[config.mk]
export PLATFORM = sky130hd
export DESIGN_NAME = exc_entry_update
export DESIGN_NICKNAME = d
export VERILOG_FILES = /design/src/rtl/exc_entry_pkg.sv /design/src/rtl/exc_msr_xform.sv /design/src/rtl/exc_cause_encode.sv /design/src/rtl/exc_vector_calc.sv /design/src/rtl/exc_entry_update.sv
export SDC_FILE = /design/constraint.sdc
export NUM_CORES = 1
export LEC_CHECK = 0
export BUFFER_PORTS_ARGS = -buffer_cell sky130_fd_sc_hd__buf_2
export CAP_MARGIN = 20
export CORE_ASPECT_RATIO = 1.2
export CORE_UTILIZATION = 30
export CTS_CLUSTER_SIZE = 16
export DETAILED_ROUTE_END_ITERATION = 8
export MAX_ROUTING_LAYER = met4
export PLACE_DENSITY = 0.58
export SYNTH_ARGS = -nofsm -noshare
export SYNTH_HDL_FRONTEND = slang
export SYNTH_HIERARCHICAL = 1
export SYNTH_SLANG_ARGS = --single-unit
[constraint.sdc]
create_clock -name clk_i -period 1.55 [get_ports clk_i]
set_clock_uncertainty 0.05 [all_clocks]
set_input_delay 0.2325 -clock clk_i [delete_from_list [all_inputs] [get_ports clk_i]]
set_output_delay 0.2325 -clock clk_i [all_outputs]
set_load 0.01 [all_outputs]
[src/rtl/exc_entry_pkg.sv]
package exc_entry_pkg;

    localparam int XLEN    = 64;
    localparam int CAUSE_W = 5;

    // handler MSR bit policy (LSB-0 positions)
    localparam int POS_MODE64 = 63;
    localparam int POS_LITEND = 0;
    localparam int POS_TS_LO  = 33;
    localparam int TS_W       = 2;

    localparam int N_CLR = 15;
    localparam int CLR_POS [N_CLR] = '{5, 4, 11, 8, 15, 1, 32, 25, 23, 14, 13, 2, 10, 9, 7};

    // saved MSR field positions
    localparam int RSV_LO       = 27;
    localparam int RSV_HI       = 30;
    localparam int POS_TMBAD    = 21;
    localparam int POS_CAUSE_TRAP = 17;
    // destination bit for each cause vector bit; -1 means unused
    localparam int CAUSE_DST [CAUSE_W] = '{20, 18, -1, 16, 19};

    localparam logic [TS_W-1:0] TS_SUSPENDED = 2'b10;
    localparam logic [TS_W-1:0] TS_DOWNGRADE = 2'b01;

    function automatic logic [XLEN-1:0] clr_mask();
        logic [XLEN-1:0] m;
        m = '0;
        for (int i = 0; i < N_CLR; i++) m[CLR_POS[i]] = 1'b1;
        return m;
    endfunction

    function automatic logic [XLEN-1:0] set_mask();
        logic [XLEN-1:0] m;
        m = '0;
        m[POS_MODE64] = 1'b1;
        m[POS_LITEND] = 1'b1;
        return m;
    endfunction

    localparam logic [XLEN-1:0] MSR_CLR = clr_mask();
    localparam logic [XLEN-1:0] MSR_SET = set_mask();

    typedef enum logic [1:0] {
        BIT_KEEP  = 2'd0,
        BIT_CLEAR = 2'd1,
        BIT_FORCE = 2'd2
    } bit_pol_e;

    typedef struct packed {
        logic [XLEN-1:0] new_msr;
        logic [XLEN-1:0] save_pc;
        logic [XLEN-1:0] save_msr;
        logic [XLEN-1:0] fetch_pc;
        logic [3:0]      vld;
    } exc_state_t;

endpackage

[src/rtl/exc_msr_xform.sv]
module exc_msr_xform
    import exc_entry_pkg::*;
(
    input  logic [XLEN-1:0] old_msr_i,
    output logic [XLEN-1:0] new_msr_o
);

    logic [XLEN-1:0] masked;
    logic [TS_W-1:0] ts_old;
    logic [TS_W-1:0] ts_new;

    for (genvar b = 0; b < XLEN; b++) begin : g_bit
        localparam bit_pol_e POL = MSR_SET[b] ? BIT_FORCE :
                                   MSR_CLR[b] ? BIT_CLEAR : BIT_KEEP;
        if (POL == BIT_FORCE) begin : g_force
            assign masked[b] = 1'b1;
        end else if (POL == BIT_CLEAR) begin : g_clear
            assign masked[b] = 1'b0;
        end else begin : g_keep
            assign masked[b] = old_msr_i[b];
        end
    end

    assign ts_old = old_msr_i[POS_TS_LO +: TS_W];

    always_comb begin
        ts_new = ts_old;
        if (ts_old == TS_SUSPENDED) ts_new = TS_DOWNGRADE;
    end

    always_comb begin
        new_msr_o = masked;
        new_msr_o[POS_TS_LO +: TS_W] = ts_new;
    end

endmodule

[src/rtl/exc_cause_encode.sv]
module exc_cause_encode
    import exc_entry_pkg::*;
(
    input  logic [XLEN-1:0]    old_msr_i,
    input  logic [CAUSE_W-1:0] cause_i,
    output logic [XLEN-1:0]    save_msr_o
);

    always_comb begin
        save_msr_o = old_msr_i;
        save_msr_o[RSV_HI:RSV_LO] = '0;
        save_msr_o[POS_TMBAD] = 1'b0;
        save_msr_o[POS_CAUSE_TRAP] = (cause_i == '0);
        for (int i = 0; i < CAUSE_W; i++) begin
            if (CAUSE_DST[i] >= 0) save_msr_o[CAUSE_DST[i]] = cause_i[i];
        end
    end

endmodule

[src/rtl/exc_vector_calc.sv]
module exc_vector_calc
    import exc_entry_pkg::*;
#(
    parameter int OFF_W     = 12,
    parameter int VEC_SHIFT = 4
) (
    input  logic [OFF_W-1:0] off_i,
    output logic [XLEN-1:0]  pc_o
);

    localparam int USED_W = OFF_W + VEC_SHIFT;

    if (USED_W >= XLEN) begin : g_trunc
        assign pc_o = XLEN'({off_i, {VEC_SHIFT{1'b0}}});
    end else begin : g_ext
        assign pc_o = {{(XLEN - USED_W){1'b0}}, off_i, {VEC_SHIFT{1'b0}}};
    end

endmodule

[src/rtl/exc_entry_update.sv]
module exc_entry_update
    import exc_entry_pkg::*;
#(
    parameter int OFF_W     = 12,
    parameter int VEC_SHIFT = 4
) (
    input  logic               clk_i,
    input  logic               rst_ni,
    input  logic               trap_i,
    input  logic [63:0]        cur_msr_i,
    input  logic [63:0]        cur_pc_i,
    input  logic [4:0]         cause_vec_i,
    input  logic [OFF_W-1:0]   vec_off_i,
    output logic [63:0]        new_msr_o,
    output logic               new_msr_vld_o,
    output logic [63:0]        save_pc_o,
    output logic               save_pc_vld_o,
    output logic [63:0]        save_msr_o,
    output logic               save_msr_vld_o,
    output logic [63:0]        fetch_pc_o,
    output logic               fetch_pc_vld_o
);

    exc_state_t st_d, st_q;

    logic [XLEN-1:0] msr_nx;
    logic [XLEN-1:0] smsr_nx;
    logic [XLEN-1:0] fpc_nx;

    exc_msr_xform u_msr (
        .old_msr_i (cur_msr_i),
        .new_msr_o (msr_nx)
    );

    exc_cause_encode u_cause (
        .old_msr_i  (cur_msr_i),
        .cause_i    (cause_vec_i),
        .save_msr_o (smsr_nx)
    );

    exc_vector_calc #(
        .OFF_W     (OFF_W),
        .VEC_SHIFT (VEC_SHIFT)
    ) u_vec (
        .off_i (vec_off_i),
        .pc_o  (fpc_nx)
    );

    always_comb begin
        st_d = '0;
        if (trap_i) begin
            st_d.new_msr  = msr_nx;
            st_d.save_pc  = cur_pc_i;
            st_d.save_msr = smsr_nx;
            st_d.fetch_pc = fpc_nx;
            st_d.vld      = '1;
        end
    end

    always_ff @(posedge clk_i or negedge rst_ni) begin
        if (!rst_ni) st_q <= '0;
        else         st_q <= st_d;
    end

    assign new_msr_o      = st_q.new_msr;
    assign save_pc_o      = st_q.save_pc;
    assign save_msr_o     = st_q.save_msr;
    assign fetch_pc_o     = st_q.fetch_pc;
    assign new_msr_vld_o  = st_q.vld[0];
    assign save_pc_vld_o  = st_q.vld[1];
    assign save_msr_vld_o = st_q.vld[2];
    assign fetch_pc_vld_o = st_q.vld[3];

endmodule

==> results of run 1 <==
==> per-layer routing <==
metal  vias up  global-route usage (%)  wire (um)  part of all wire (%)
met5         -                       -          0                     0
met4         0                    6.33        909                   3.9
met3        53                    4.20       2010                   8.6
met2       281                    24.6      11600                    49
met1      2868                    16.1       8950                    38
li1       2871                       -          -                     -
==> per-stage QoR <==
step	total power [mW]	cell area, um^2	hold WS (ps)	setup slack [ps]	util (%)
CTS	15.1	13500	55.1	70.9	42.7
finish	14.9	13500	65.9	136	42.7
global placement	8.58	11200	142	327	35.4
floorplan	8.09	9920	-113	512	-
global route	15.6	13500	83.0	39.3	42.7
detailed placement	8.59	11200	141	357	35.4
==> cell families after synthesis <==
kind of cell	share of synthesized area (%)
flops	66.6
simple gates	16.8
other cells	0.155
buf+inv	16.4
==> synth_stat cells <==
| master | number | share of area, % |
|---|---|---|
| buf_2 | 1 | 0.052 |
| clkbuf_2 | 24 | 1.2 |
| clkbuf_1 | 1 | 0.039 |
| clkbuf_4 | 2 | 0.16 |
| buf_4 | 192 | 15 |
| or4_1 | 1 | 0.078 |
| or2_1 | 1 | 0.065 |
| and2_2 | 1 | 0.078 |
| nor2_1 | 1 | 0.039 |
| dfrtp_1 | 257 | 67 |
| conb_1 | 4 | 0.16 |
| and2_1 | 256 | 17 |
==> flip-flops by register name, summed over array words and instances, names as in the netlist <==
signal,count
save_pc_o,64
new_msr_o,64
fetch_pc_o,64
save_msr_vld_o,1
save_msr_o,64
==> area by class of cell <==
cell class,count,area (um^2)
multi-input combinational,334,1900
clock inverter,6,58.8
tap,401,502
timing repair buffer,575,3780
clock buffer,41,788
sequential,257,6430
fill,2903,18100
==> timing repair <==
item,4_1_cts,5_1_grt
hold endpoints to repair,439,0
hold buffers,146,0
buffers inserted,0,0
==> path summary, 6_finish.rpt <==
check / startpoint / end / slack [ps] / cells after the start
min: trap_i / fetch_pc_o[8]$_DFF_PN0_ / 70 / 2
min in group asynchronous: rst_ni / save_msr_o[34]$_DFF_PN0_ / 200 / 2
max in group asynchronous: rst_ni / save_pc_o[31]$_DFF_PN0_ / 700 / 3
max: save_pc_o[40]$_DFF_PN0_ / save_pc_o[40] / 140 / 1
==> power groups by stage <==
stage               logic, mW  registers (mW)  clock network [mW]
finish                   1.62            7.14                6.16
global route             1.79            7.17                6.64
CTS                      1.63            7.14                6.37
detailed placement       1.33            7.26                   0
global placement         1.33            7.25                   0
floorplan               0.640            7.45                   0
==> summary.txt, run 1 <==
Status - finished, violations left
Failing checks - DRC
RSZ-0062 raised after global routing - no
Fin cells - 1614
Routed Antenna Nets - 0
CP top delay family - flip-flops
Period minus WS final - 1410 ps
Vias in the first global route - 6536
H-tree levels - 1
First-pass GRT wire length - 36100 um
# DRC - 36
Most frequent cells in the layout - 405 x buf_2, 257 x dfrtp_1, 256 x and2_1
Layout area overhead - 39.4%
Crit Path Category - reg2out
Root buf cell - clkbuf_16
Final slew viol count - 0
Yosys reg bits - 257
Fin. Hold Viols - 0
Crit end category - output pin
Core area - 31500 um^2
CP max stage delay - 430 ps
Global-route usage over all layers - 14.6%
Final setup fails - 0
Layout cells sized above 1 - 38.7%
P_int - 11.5 mW
IO buf count - 407
Detailed-placement wirelength estimate - 15900 um
Starting DRC count in detailed routing - 423
Max_cap viols - 0
Clk sinks - 257
Critical-path cell list - buf_2
CTS clk-pin slew, worst paths - 60 ps
Yosys warns - 6
CTS tree - done
Cts bufs inserted - 26
Worst min path class - in2reg
CP required - 1270 ps
CTS max path bufs - 3
Io pins - 408
P per Cell Area - 1110 nW/um^2
Die Wd - 166 um
Final WL - 23500 um
FP Rows - 71
Final RePlAce weighted congestion - 0.770
Cell variety after synth - 12
Post-synthesis sequential area ratio - 66.6%
Die H - 199 um
Mapped cell area - 9660 um^2
Worst EP arrival - 1130 ps
PostCTS Resize Cnt - 0
Top achievable clock speed - 707 MHz
Drt wl/cell - 14.5 um
Placed cells - 1421
WP buf/inv - 1
Sequential power share - 47.8%
Via Count - 6073
Switch share - 22.8%
Max VDD drop - 0.728 mV
Syn avg cell area - 13.0 um^2
Ant. Diodes - 0
DIE AREA - 32900 um^2
Clk pwr share - 41.3%
Vias per inst - 3.76
Worst path slowest cell - dfrtp_1
CP Launch Type - flip-flop
GRT overflow - 0
Post-Route Setup TNS - 0 ps
Logic pwr share - 10.9%
Initial antenna violation count - 1
Nets - 1342
Cells after Synth - 741
Most common cell after layout, fill and taps aside - buf_2
Worst Path Max Fanout - 1
Effective utilization at floorplan - 30.6%
Final period utilization - 91.2%
Switching power total - 3.41 mW
Leak Pwr - 7.24 nW
Largest net degree at the start of global routing - 51
TritonRoute pass-1 iters - 6
Note: power is estimated with default switching activity, not from simulation.
==> inputs of run 2 (changes only) <==
- PLACE_DENSITY: 0.58 -> 0.6
- clock period: 1.55 -> 1.3 ns (I/O delays scaled with it)
==> summary.txt, run 2 (same netlist as run 1, synthesis figures left out) <==
Sequential power share - 46.4%
CP Launch Type - flip-flop
CP max stage delay - 450 ps
Cts bufs inserted - 26
Failing checks - DRC, setup timing
Most common cell after layout, fill and taps aside - buf_2
Die H - 199 um
CTS clk-pin slew, worst paths - 60 ps
Most frequent cells in the layout - 315 x buf_2, 256 x and2_1, 253 x dfrtp_1
TritonRoute pass-1 iters - 7
Status - finished, violations left
Leak Pwr - 7.44 nW
DIE AREA - 32900 um^2
Final worst slack - -80.6 ps
Max_cap viols - 0
H-tree levels - 1
Final RePlAce weighted congestion - 0.815
Io pins - 408
Critical-path cell list - buf_6
Detailed-placement wirelength estimate - 15800 um
RSZ-0062 raised after global routing - yes
First-pass GRT wire length - 36100 um
Worst min path class - in2reg
FP Rows - 71
CP top delay family - flip-flops
# DRC - 36
CTS tree - done
WP buf/inv - 1
Initial antenna violation count - 4
Period minus WS final - 1380 ps
Final slew viol count - 0
Root buf cell - clkbuf_16
Crit Path Category - reg2out
Crit end category - output pin
Hold slack - 26.8 ps
Drt wl/cell - 15.0 um
IO buf count - 407
Global-route usage over all layers - 14.6%
PnR Total Power - 18.5 mW
Logic pwr share - 11.6%
Switching power total - 4.15 mW
Final setup fails - 26
Vias per inst - 3.79
CP Depth - 1
Fin. Hold Viols - 0
P per Cell Area - 1300 nW/um^2
Crit path from - save_pc_o[42]$_DFF_PN0_
Effective utilization at floorplan - 30.6%
Max VDD drop - 0.966 mV
CTS max path bufs - 3
CP required - 1050 ps
Starting DRC count in detailed routing - 349
CP endpoint - save_pc_o[42]
Clk pwr share - 42.0%
Core area - 31500 um^2
Final period utilization - 106%
Top achievable clock speed - 724 MHz
GRT overflow - 0
P_int - 14.3 mW
Via Count - 6160
Clk sinks - 257
Layout cells sized above 1 - 38.9%
Layout area overhead - 47.1%
Die Wd - 166 um
Routed Antenna Nets - 0
Setup bufs post-CTS - 0
Final WL - 24400 um
Worst path slowest cell - dfrtp_2
Nets - 1351
Vias in the first global route - 6556
Switch share - 22.5%
Worst EP arrival - 1140 ps
Largest net degree at the start of global routing - 81
Worst Path Max Fanout - 1
==> run 2: changes by cell type in the layout (fill, tap and decap cells not counted), sizes merged <==
cell          before  now
clkbuf            41   40
bufinv             1    3
dlygate4sd3      146  153
diode              0    4
dlymetal6s4s       0    1
clkinv             5    4
==> run 2: per-layer routing <==
metal	up-vias	track usage [%]	wire, um
met1	2927	16.4	9500
met2	296	24.1	11900
met4	0	6.37	784
li1	2889	-	-
met5	-	-	0
met3	48	4.80	2300
==> run 2: worst min-delay path by stage <==
stage / end / from / cells past startpoint / slack (ps)
2_1_floorplan: fetch_pc_o[0]$_DFF_PN0_ / rst_ni / 0 / -150
3_3_place_gp: save_pc_o[12]$_DFF_PN0_ / rst_ni / 1 / 90
3_5_place_dp: save_pc_o[12]$_DFF_PN0_ / rst_ni / 1 / 90
4_1_cts: save_msr_o[17]$_DFF_PN0_ / cause_vec_i[2] / 4 / 2
5_1_grt: save_msr_o[17]$_DFF_PN0_ / cause_vec_i[2] / 4 / 30
6_report: save_msr_o[17]$_DFF_PN0_ / cause_vec_i[2] / 4 / 30
==> run 2: power groups by stage <==
stage          clock network [mW]  logic [mW]  registers [mW]
6_report                     7.75        2.14            8.56
4_1_cts                      7.94        2.07            8.54
5_1_grt                      8.27        2.32            8.59
3_3_place_gp                    0        1.57            8.65
3_5_place_dp                    0        1.58            8.66
2_1_floorplan                   0       0.763            8.88
==> run 2: final cells by class <==
cell class | count | area, um^2
clock inverters | 7 | 110
repair buffers | 584 | 4460
clock buffers | 39 | 781
diodes | 4 | 10.0
flip-flops and latches | 257 | 6440
multi-input cells | 334 | 1900
fillers | 2759 | 17300
well taps | 401 | 502
==> run 2: timing repair <==
action	4_1_cts	5_1_grt
endpoints found under the setup margin	161	243
hold buffers	154	0
resized for setup	81	39
hold endpoints to repair	439	0
gates cloned	0	1
==> run 2: metrics by stage <==
stage	area (um^2)	utilization, %	worst slack [ps]	setup TNS [ps]	instances
4_1_cts	14000	44.2	-123	-2290	1621
3_3_place_gp	11200	35.4	148	0	1421
5_1_grt	14200	45.0	-123	-5020	1626
6_report	14200	45.0	-80.6	-630	1626
2_1_floorplan	9920	-	299	0	811
3_5_place_dp	11200	35.4	179	0	1421
==> run 2: tightest hold or removal path, stage by stage <==
cell and delay (ps):
buf_2 100, or4_1 100, nor2_1 30, and2_1 140
==> inputs of run 3 (changes only) <==
- SETUP_SLACK_MARGIN: not set -> 0.2
==> summary.txt, run 3 (same netlist as run 1, synthesis figures left out) <==
Die Wd - 166 um
Final period utilization - 106%
Clk pwr share - 42.0%
Vias per inst - 3.81
Setup bufs post-CTS - 0
Failing checks - DRC, setup timing
Die H - 199 um
First-pass GRT wire length - 36100 um
Worst Path Max Fanout - 1
Via Count - 6168
Clk sinks - 257
Most common cell after layout, fill and taps aside - buf_2
Core area - 31500 um^2
Final slew viol count - 0
Final setup fails - 23
Cts bufs inserted - 26
H-tree levels - 1
CTS tree - done
Max VDD drop - 0.965 mV
GRT overflow - 0
Max_cap viols - 0
Largest net degree at the start of global routing - 81
Fin. Hold Viols - 0
Drt wl/cell - 15.0 um
CP Launch Type - flip-flop
FP Rows - 71
WP buf/inv - 1
CP required - 1050 ps
TritonRoute pass-1 iters - 7
P_int - 14.3 mW
Top achievable clock speed - 724 MHz
Root buf cell - clkbuf_16
Detailed-placement wirelength estimate - 15800 um
Logic pwr share - 11.5%
Switch share - 22.4%
Io pins - 408
Layout cells sized above 1 - 39.2%
Most frequent cells in the layout - 310 x buf_2, 256 x and2_1, 253 x dfrtp_1
Nets - 1343
Worst path slowest cell - dfrtp_2
Crit Path Category - reg2out
Initial antenna violation count - 3
Switching power total - 4.13 mW
IO buf count - 407
Crit end category - output pin
Leak Pwr - 7.41 nW
Setup slack at placement - 179 ps
Final worst slack - -80.6 ps
CP top delay family - flip-flops
Post-Route Utilization - 44.9%
Vias in the first global route - 6599
Routed Antenna Nets - 0
Global-route usage over all layers - 14.7%
Final RePlAce weighted congestion - 0.815
Worst min path class - in2reg
PnR Total Power - 18.4 mW
# DRC - 36
Layout area overhead - 46.6%
CTS clk-pin slew, worst paths - 60 ps
Period minus WS final - 1380 ps
Starting DRC count in detailed routing - 365
RSZ-0062 raised after global routing - yes
P per Cell Area - 1300 nW/um^2
CTS max path bufs - 3
CP max stage delay - 450 ps
DIE AREA - 32900 um^2
Status - finished, violations left
Sequential power share - 46.5%
Critical-path cell list - buf_6
Worst EP arrival - 1140 ps
Effective utilization at floorplan - 30.6%
Final WL - 24300 um
==> run 3: changes by cell type in the layout (fill, tap and decap cells not counted), sizes merged <==
cell,change
diode,-1
dlygate4sd3,-8
==> run 3: power groups by stage <==
stage	sequential, mW	combinational, mW	clock, mW
after global routing	8.60	2.32	8.26
after detailed placement	8.66	1.58	0
after floorplan	8.88	0.763	0
final	8.56	2.13	7.74
after global placement	8.65	1.57	0
after CTS	8.55	2.07	7.94
==> run 3: layer usage <==
layer,share of wire (%),GRT usage [%],vias to the layer above
met3,9.7,5.09,54
met4,3.6,7.13,0
met2,49,24.0,300
li1,-,-,2877
met1,38,16.1,2937
met5,0,-,-
==> run 3: timing repair <==
action                                  4_1_cts  5_1_grt
gates resized for setup                      96       28
gates cloned                                  0        1
endpoints found under the hold margin       439        1
hold buffers                                146        1
endpoints found under the setup margin      260      295
pin swaps                                     0        2
==> run 3: path summary, 6_finish.rpt <==
path	from	end	slack, ps	depth (start not counted)
max	save_pc_o[42]$_DFF_PN0_	save_pc_o[42]	-80	1
min	cause_vec_i[0]	save_msr_o[17]$_DFF_PN0_	40	4
max in group asynchronous	rst_ni	fetch_pc_o[47]$_DFF_PN0_	460	3
min in group asynchronous	rst_ni	save_pc_o[12]$_DFF_PN0_	110	2
==> run 3: per-stage QoR <==
step | hold WS (ps) | setup TNS, ps | instance area [um^2] | std cells
floorplan | -151 | 0 | 9920 | 811
global placement | 89.2 | 0 | 11200 | 1421
detailed placement | 92.7 | 0 | 11200 | 1421
CTS | 1.66 | -2290 | 14000 | 1613
global route | 30.7 | -4870 | 14200 | 1617
finish | 41.7 | -598 | 14200 | 1617
==> run 3: final cells by class <==
class	instances	area [um^2]
fill	2772	17400
sequential	257	6440
timing repair buffer	576	4410
multi-input combinational	334	1910
clock buffer	39	781
tap	401	502
clock inverter	7	110
antenna	3	7.51
